File: src/rtl/gpio_bank_pkg.sv
package gpio_bank_pkg;

    // Trigger code {select, invert}
    typedef enum logic [1:0] {
        TRIG_RISE   = 2'b00,
        TRIG_FALL   = 2'b01,
        TRIG_LVL_LO = 2'b10,
        TRIG_LVL_HI = 2'b11
    } trig_e;

    // Address bits [7:4] of the low page select a bitmapped bank
    localparam logic [3:0] BANK_OWN  = 4'h0;
    localparam logic [3:0] BANK_STAT = 4'h8;
    localparam logic [3:0] BANK_EN   = 4'h9;
    localparam logic [7:0] GCFG_OFS  = 8'h7C;

    // Pin config area starts at 0x100, eight bytes per pin
    localparam int unsigned CFG_BASE_DW = 32;

    // Config word 1 bit positions
    localparam int unsigned C1_OUT  = 31;
    localparam int unsigned C1_IN   = 30;
    localparam int unsigned C1_TSEL = 4;
    localparam int unsigned C1_TINV = 3;
    localparam int unsigned C1_DIR  = 2;
    localparam int unsigned C1_USE  = 0;

    // Config word 2 bit position
    localparam int unsigned C2_SDIS = 2;

endpackage

File: src/rtl/gpio_sync.sv
module gpio_sync #(
    parameter int unsigned W = 8
) (
    input  logic         clk,
    input  logic         rst_n,
    input  logic [W-1:0] din,
    output logic [W-1:0] dout
);

    logic [W-1:0] s1_q, s1_d, s2_q, s2_d;

    always_comb begin
        s1_d = din;
        s2_d = s1_q;
    end

    always_ff @(posedge clk or negedge rst_n) begin
        if (!rst_n) begin
            s1_q <= '0;
            s2_q <= '0;
        end else begin
            s1_q <= s1_d;
            s2_q <= s2_d;
        end
    end

    assign dout = s2_q;

    // output is the input delayed by exactly two edges
    p_two_flop_delay_r6: assert property (@(posedge clk) disable iff (!rst_n)
        ($past(rst_n, 2) && $past(rst_n)) |-> (dout == $past(din, 2)));

endmodule

File: src/rtl/gpio_trig_detect.sv
module gpio_trig_detect
    import gpio_bank_pkg::*;
(
    input  logic  clk,
    input  logic  rst_n,
    input  logic  lvl_i,
    input  logic  active_i,
    input  trig_e trig_i,
    output logic  event_o
);

    logic prev_q, prev_d;
    logic hit;

    always_comb begin
        prev_d = lvl_i;
        unique case (trig_i)
            TRIG_RISE:   hit = lvl_i & ~prev_q;
            TRIG_FALL:   hit = ~lvl_i & prev_q;
            TRIG_LVL_LO: hit = ~lvl_i;
            default:     hit = lvl_i;
        endcase
    end

    always_ff @(posedge clk or negedge rst_n) begin
        if (!rst_n) prev_q <= 1'b0;
        else        prev_q <= prev_d;
    end

    assign event_o = hit & active_i;

    // an idle pin never produces an event
    p_idle_no_event_r11: assert property (@(posedge clk) disable iff (!rst_n)
        !active_i |-> !event_o);

    // a rising-edge event lasts a single cycle
    p_edge_one_shot_r7: assert property (@(posedge clk) disable iff (!rst_n)
        (event_o && trig_i == TRIG_RISE) |=> !(event_o && trig_i == TRIG_RISE));

endmodule

File: src/rtl/gpio_bank_ctrl.sv
module gpio_bank_ctrl
    import gpio_bank_pkg::*;
#(
    parameter int unsigned NUM_PINS = 94,
    parameter int unsigned ADDR_W   = 12
) (
    input  logic                  clk,
    input  logic                  rst_n,
    input  logic                  bus_wr,
    input  logic [ADDR_W-1:0]     bus_addr,
    input  logic [31:0]           bus_wdata,
    output logic [31:0]           bus_rdata,
    input  logic [NUM_PINS-1:0]   pad_in,
    output logic [NUM_PINS-1:0]   pad_out,
    output logic [NUM_PINS-1:0]   pad_oe,
    output logic [2*NUM_PINS-1:0] pull_sel,
    output logic                  irq_out
);

    localparam int unsigned NW     = (NUM_PINS + 31) / 32;
    localparam int unsigned BW     = NW * 32;
    localparam int unsigned PIDX_W = ADDR_W - 3;
    localparam logic [BW-1:0] PIN_MASK = (BW'(1) << NUM_PINS) - BW'(1);

    typedef struct packed {
        logic [BW-1:0]         own;
        logic [BW-1:0]         stat;
        logic [BW-1:0]         en;
        logic [31:0]           gcfg;
        logic [NUM_PINS-1:0]   out_lvl;
        logic [NUM_PINS-1:0]   tsel;
        logic [NUM_PINS-1:0]   tinv;
        logic [NUM_PINS-1:0]   dir;
        logic [NUM_PINS-1:0]   use_gpio;
        logic [NUM_PINS-1:0]   sdis;
        logic [2*NUM_PINS-1:0] pull;
    } regs_t;

    regs_t r_q, r_d;

    // ---------------- address decode ----------------
    logic              low_page, aligned, word_ok;
    logic              hit_own, hit_stat, hit_en, hit_gcfg, hit_pin, hit_cfg2;
    logic [PIDX_W-1:0] pidx;
    int unsigned       wbase, pin_i;

    always_comb begin
        low_page = (bus_addr[ADDR_W-1:8] == '0);
        aligned  = (bus_addr[1:0] == 2'b00);
        word_ok  = (int'(bus_addr[3:2]) < NW);
        wbase    = int'(bus_addr[3:2]) * 32;
        pidx     = bus_addr[ADDR_W-1:3] - PIDX_W'(CFG_BASE_DW);
        pin_i    = int'(pidx);
        hit_own  = low_page && aligned && word_ok && bus_addr[7:4] == BANK_OWN;
        hit_stat = low_page && aligned && word_ok && bus_addr[7:4] == BANK_STAT;
        hit_en   = low_page && aligned && word_ok && bus_addr[7:4] == BANK_EN;
        hit_gcfg = low_page && bus_addr[7:0] == GCFG_OFS;
        hit_pin  = !low_page && aligned && pin_i < NUM_PINS;
        hit_cfg2 = bus_addr[2];
    end

    // ---------------- input path ----------------
    logic [NUM_PINS-1:0] pad_sync, active, in_lvl, evt_pin;
    logic [BW-1:0]       evt_vec;

    gpio_sync #(.W(NUM_PINS)) u_sync (
        .clk  (clk),
        .rst_n(rst_n),
        .din  (pad_in),
        .dout (pad_sync)
    );

    assign active = ~r_q.sdis & r_q.use_gpio;
    assign in_lvl = pad_sync & active;

    for (genvar p = 0; p < NUM_PINS; p++) begin : g_pin
        gpio_trig_detect u_det (
            .clk     (clk),
            .rst_n   (rst_n),
            .lvl_i   (pad_sync[p]),
            .active_i(active[p]),
            .trig_i  (trig_e'({r_q.tsel[p], r_q.tinv[p]})),
            .event_o (evt_pin[p])
        );
    end

    always_comb begin
        evt_vec                 = '0;
        evt_vec[NUM_PINS-1:0]   = evt_pin;
    end

    // ---------------- next state ----------------
    always_comb begin
        r_d = r_q;
        if (bus_wr) begin
            if (hit_own)  r_d.own[wbase +: 32]  = bus_wdata & PIN_MASK[wbase +: 32];
            if (hit_en)   r_d.en[wbase +: 32]   = bus_wdata & PIN_MASK[wbase +: 32];
            if (hit_stat) r_d.stat[wbase +: 32] = r_q.stat[wbase +: 32] & ~bus_wdata;
            if (hit_gcfg) r_d.gcfg = bus_wdata;
            if (hit_pin && !hit_cfg2) begin
                r_d.out_lvl[pin_i]  = bus_wdata[C1_OUT];
                r_d.tsel[pin_i]     = bus_wdata[C1_TSEL];
                r_d.tinv[pin_i]     = bus_wdata[C1_TINV];
                r_d.dir[pin_i]      = bus_wdata[C1_DIR];
                r_d.use_gpio[pin_i] = bus_wdata[C1_USE];
            end
            if (hit_pin && hit_cfg2) begin
                r_d.sdis[pin_i]         = bus_wdata[C2_SDIS];
                r_d.pull[2*pin_i +: 2]  = bus_wdata[1:0];
            end
        end
        // new events win over a same-cycle clear
        r_d.stat = r_d.stat | evt_vec;
    end

    always_ff @(posedge clk or negedge rst_n) begin
        if (!rst_n) begin
            r_q          <= '0;
            r_q.own      <= PIN_MASK;
            r_q.dir      <= '1;
            r_q.use_gpio <= '1;
            r_q.sdis     <= '1;
        end else begin
            r_q <= r_d;
        end
    end

    // ---------------- read path ----------------
    always_comb begin
        bus_rdata = '0;
        if (hit_own)  bus_rdata = r_q.own[wbase +: 32];
        if (hit_stat) bus_rdata = r_q.stat[wbase +: 32];
        if (hit_en)   bus_rdata = r_q.en[wbase +: 32];
        if (hit_gcfg) bus_rdata = r_q.gcfg;
        if (hit_pin && !hit_cfg2)
            bus_rdata = {r_q.out_lvl[pin_i], in_lvl[pin_i], 25'b0,
                         r_q.tsel[pin_i], r_q.tinv[pin_i], r_q.dir[pin_i],
                         1'b0, r_q.use_gpio[pin_i]};
        if (hit_pin && hit_cfg2)
            bus_rdata = {29'b0, r_q.sdis[pin_i], r_q.pull[2*pin_i +: 2]};
    end

    // ---------------- pad and interrupt outputs ----------------
    assign pad_oe   = r_q.use_gpio & ~r_q.dir;
    assign pad_out  = r_q.out_lvl & pad_oe;
    assign pull_sel = r_q.pull;
    assign irq_out  = |(r_q.stat & r_q.en);

    // bits written with one and not hit by an event are clear afterwards
    p_w1c_clears_r9: assert property (@(posedge clk) disable iff (!rst_n)
        (bus_wr && bus_addr == ADDR_W'(12'h080))
        |=> ((r_q.stat[31:0] & $past(bus_wdata & ~evt_vec[31:0])) == 32'h0));

    // an event is always recorded on the next edge
    p_event_recorded_r10: assert property (@(posedge clk) disable iff (!rst_n)
        (|evt_vec) |=> (($past(evt_vec) & ~r_q.stat) == '0));

    // no interrupt without an enable
    p_irq_needs_enable_r12: assert property (@(posedge clk) disable iff (!rst_n)
        (r_q.en == '0) |-> !irq_out);

    // enable word 0 takes the written value
    p_enable_write_r12: assert property (@(posedge clk) disable iff (!rst_n)
        (bus_wr && bus_addr == ADDR_W'(12'h090))
        |=> (r_q.en[31:0] == ($past(bus_wdata) & PIN_MASK[31:0])));

    // output enable only when the pin drives
    p_oe_follows_cfg_r5: assert property (@(posedge clk) disable iff (!rst_n)
        (bus_wr && hit_pin && !hit_cfg2 && !bus_wdata[C1_DIR] && bus_wdata[C1_USE]
         && pin_i == 0) |=> pad_oe[0]);

endmodule

File: config.mk
export PLATFORM = sky130hd
export DESIGN_NAME = gpio_bank_ctrl
export DESIGN_NICKNAME = d
export VERILOG_FILES = /design/src/rtl/gpio_bank_pkg.sv /design/src/rtl/gpio_sync.sv /design/src/rtl/gpio_trig_detect.sv /design/src/rtl/gpio_bank_ctrl.sv
export SDC_FILE = /design/constraint.sdc
export NUM_CORES = 2
export LEC_CHECK = 0
export ABC_AREA = 0
export BUFFER_PORTS_ARGS = -buffer_cell sky130_fd_sc_hd__buf_2
export CORE_UTILIZATION = 55
export CTS_CLUSTER_DIAMETER = 100
export DETAILED_ROUTE_END_ITERATION = 8
export PLACE_DENSITY = 0.78
export RECOVER_POWER = 25
export SYNTH_ARGS = -nofsm -noshare
export SYNTH_HDL_FRONTEND = slang
export SYNTH_HIERARCHICAL = 1
export SYNTH_SLANG_ARGS = --single-unit
File: constraint.sdc
create_clock -name clk -period 4.4 [get_ports clk]
set_clock_uncertainty 0.15 [all_clocks]
set_input_delay 0.88 -clock clk [delete_from_list [all_inputs] [get_ports clk]]
set_output_delay 0.88 -clock clk [all_outputs]
set_load 0.02 [all_outputs]
==> key figures <==
Yosys
  – Share of synthesized flip-flops with an asynchronous set or reset: 1.00
  – Number of synthesized flops with an enable pin: 0
  – Synthesized netlist cell count: 6095
  – Count of unique library cells instantiated by Yosys: 97
  – Most instantiated flip-flop cell in the synthesis netlist: dfrtp_1
  – Netlist area before placement: around 0.068 mm2
  – Number of nets produced by synthesis: 6246
  – Sequential element share of the synthesized area: 0.506
  – #FFs+latches synth: 1354
  – Warnings from Yosys: 6
  – Synthesized area per cell: between 10 and 15 um2

Worst setup path
  – End of the worst register-to-register path: r_q[956]
  – Delay-heaviest family, CP: compound AO/OA/AOI/OAI gates
  – Endpoint kind of the worst setup timing path: output pin
  – Launch instance of the worst register-to-register path: r_q[358]
  – Type of the worst setup path: primary input to output pin
  – Highest net fanout along the worst path: 13
  – Chain of cells forming the critical path: buf_16 > bufbuf_16 > and3b_1 > buf_12 > buf_4 > a221o_1 > o211ai_1 > a221oi_4 > a2111o_1 > buf_6
  – Maximum single-stage delay on the critical path: 0.52 ns
  – Number of cells on the worst reg-to-reg path: 4
  – Count of buffering cells on the critical path with inverters included: 5
  – Worst endpoint data arrival time: 3.65 ns
  – Register-to-Register Setup Slack: 2.00 ns
  – Data required time at the worst endpoint: 3.37 ns
  – CP Launch Type: primary input
  – Cell with the largest stage delay on the worst path: a2111o_1

Detailed routing
  – Total vias in the final route: 58.9k
  – Mean routed wirelength per cell: between 30 and 40 um
  – Antenna-violating nets left: 0
  – Initial DRC Count: 8330
  – Vias per inst: about 6.8
  – Post-detailed-route DRC marker count: 0
  – 1st-pass router iterations: 7
  – Final wirelength: 300000 um

Clocking
  – Clock latency on the worst-skew pair: 0.80 ns
  – Clock root buffer master: clkbuf_16
  – Number of clock buffers inserted by TritonCTS: between 100 and 150
  – Total number of H-tree levels: 4
  – CTS tree: yes
  – Number of buffers between clock root and the deepest sink: 3
  – Worst-path clk slew: 0.06 ns
  – Clk sink count: 1354

Global route
  – Wire length of the first global-routing pass: 421000 um
  – Number of antenna violations at the first check in global routing: 30
  – Vias in the first global route: approximately 56k
  – GRT Total Usage: 0.472
  – Leftover overflow at the end of global routing: 0
  – Maximum number of pins on one net before global-route repair: between 100 and 150

Placement
  – HPWL after detailed placement: 224000 um
  – Final weighted congestion of routability-driven global placement: 1.08
  – Number of cells after detailed placement: 8261
  – Worst Setup Slack post-DPL: -0.775 ns
  – Port bufs: 549

Timing
  – Unrepaired setup endpoints after global routing: true
  – Final Max Slew Viols: 110
  – Final count of hold timing violations: 0
  – Smallest setup slack after layout: -0.281 ns
  – Slew at the pin with the worst max-slew slack: 3.33 ns
  – Crit path time final: 4.68 ns
  – Top achievable clock speed: 0.214 GHz
  – Headroom to the max-slew limit: -1.22
  – Share of the cycle needed by the critical path after routing: 1.06
  – Finish-stage setup viols: 7

Worst hold path
  – Endpoint with the worst hold slack: u_sync/s1_q[26]
  – Critical hold path startpoint: pad_in[26]
  – Type of the tightest min-delay check: primary input to flop
  – Number of cells on the worst hold path: 1

Layout
  – NumNets Final: 7004
  – Fraction of layout instances using a drive strength above 1: 0.417
  – Number of non-filler instances in the completed layout: 8618
  – Area added between synthesis and finish: 19.9%

Die
  – Std-Cell Core Area: 0.122 mm2
  – Floorplan row count: about 130
  – Die Outline Area: 0.125 mm2
  – IO Pins: 550
  – Chip height: 353 um
  – Starting utilization of the core area: 0.556
  – Die width: 353 um

Run status
  – Outcome: finished, violations left
  – Failing checks: capacitance limit, slew limit, setup timing

Pwr
  – Leakage power of the design: 38.2 nW
  – Post-layout power: 28.2 mW
  – Power per standard cell area: 346 mW/mm2
  – Worst-case vdd ir drop: slightly above 0.0004 V

Job
  – Max Cap Violations: 1
==> synthesized netlist by cell type (67+ instances only) <==
cell type | n | area, um2
dfrtp_1 | 978 | 24500
mux2_2 | 781 | 8790
nand2_1 | 643 | 2410
dfstp_2 | 376 | 9880
o21ai_0 | 317 | 1590
a21oi_1 | 299 | 1500
nor2_1 | 290 | 1090
clkbuf_1 | 231 | 867
buf_4 | 223 | 1670
nor2b_1 | 206 | 1290
mux2i_1 | 179 | 1790
nor3_1 | 166 | 831
and2_1 | 113 | 707
and3b_1 | 99 | 867
nand3_1 | 99 | 495
a22oi_1 | 94 | 706
and2b_2 | 94 | 823
o31ai_2 | 94 | 1180
a211o_1 | 90 | 788
o31ai_1 | 73 | 548
buf_2 | 67 | 335
==> per-stage QoR <==
step,setup TNS [ns],utilization,hold slack (ns),area (um2)
after floorplan,0,-,0.181,67900
after CTS,-0.372,0.665,0.000496,81100
after global placement,-7.23,0.613,0.182,74800
after global routing,-1.84,0.666,0.0205,81300
after detailed placement,-8.51,0.613,0.185,74800
final,-0.970,0.667,0.0376,81300
==> where the power goes <==
group / internal [mW] / leakage [nW] / total, mW / switching [mW]
combinational: 0.754 / 18.8 / 2.20 / 1.45
clock: 7.71 / 2.50 / 13.1 / 5.38
sequential: 12.7 / 16.9 / 12.9 / 0.214
==> cell usage in the layout (no fill, tap or decap), drive strengths merged, types with 42 or more instances in the layout <==
master and count:
dfstp 376, nor2 293, o21ai 318, buf 1121
dfrtp 978, and2 115, o31ai 167, nand2 646
mux2i 179, and2b 96, o22ai 54, mux4 44
nand3 100, clkbuf 236, a21oi 299, mux2 784
and3b 99, a211o 90, nor3 173, nor2b 206
a22oi 94, a221oi 42
==> metal layers <==
layer	part of all wire	global-route usage	routed length (um)	vias to the layer above
met5	0.00075	0	226	-
met4	0.068	0.271	20500	26
met3	0.14	0.177	43200	985
met2	0.41	0.653	123000	4591
met1	0.38	0.635	113000	29800
li1	-	-	-	23500
==> how the worst max path moves through the flow <==
| stage | depth (start not counted) | slack (ns) | to | from |
|---|---|---|---|---|
| floorplan | 16 | 0.002 | pull_sel[90] | bus_addr[3] |
| global placement | 13 | -0.77 | bus_rdata[0] | bus_addr[4] |
| CTS | 10 | -0.14 | bus_rdata[30] | r_q[194] |
| global route | 11 | -0.22 | bus_rdata[31] | bus_addr[3] |
| finish | 10 | -0.28 | bus_rdata[0] | bus_addr[3] |
| detailed placement | 13 | -0.78 | bus_rdata[0] | bus_addr[4] |
==> registers in the layout (all words and copies together), names as in the netlist <==
| name | cells |
|---|---|
| u_sync/dout | 94 |
| r_q | 884 |
| u_sync/s1_q | 94 |
| g_pin.u_det/prev_q | 94 |
| pull_sel | 188 |
==> kinds of logic after synthesis <==
kind of cell / count (synthesis) / synth area share
adders and majority gates: 10 / 0.00184
buffers and inverters: 559 / 0.0450
DFF: 1354 / 0.506
AOI/OAI and AO/OA: 1284 / 0.131
xor gates and xnor gates: 4 / 0.000516
and+or+nand+nor: 1877 / 0.144
muxes: 1007 / 0.171
==> timing repair <==
item                                    in CTS  in global routing
hold buffers                                 3                  0
cloned                                       9                  2
endpoints found under the setup margin      32                 23
resized for setup                          136                 33
pin swaps                                   41                 21
buffers inserted                            46                 11
endpoints found under the hold margin       16                  0
==> final cells by class <==
type / count / area [um2]
fillers: 9412 / 40700
flip-flops and latches: 1354 / 34400
multi-input cells: 4182 / 31100
repair buffers: 1155 / 8680
clock buffers: 212 / 4260
well taps: 1625 / 2030
clock inverters: 64 / 826
inverters: 12 / 50.0
diodes: 14 / 35.0
Power figures use the tool's default switching activity.
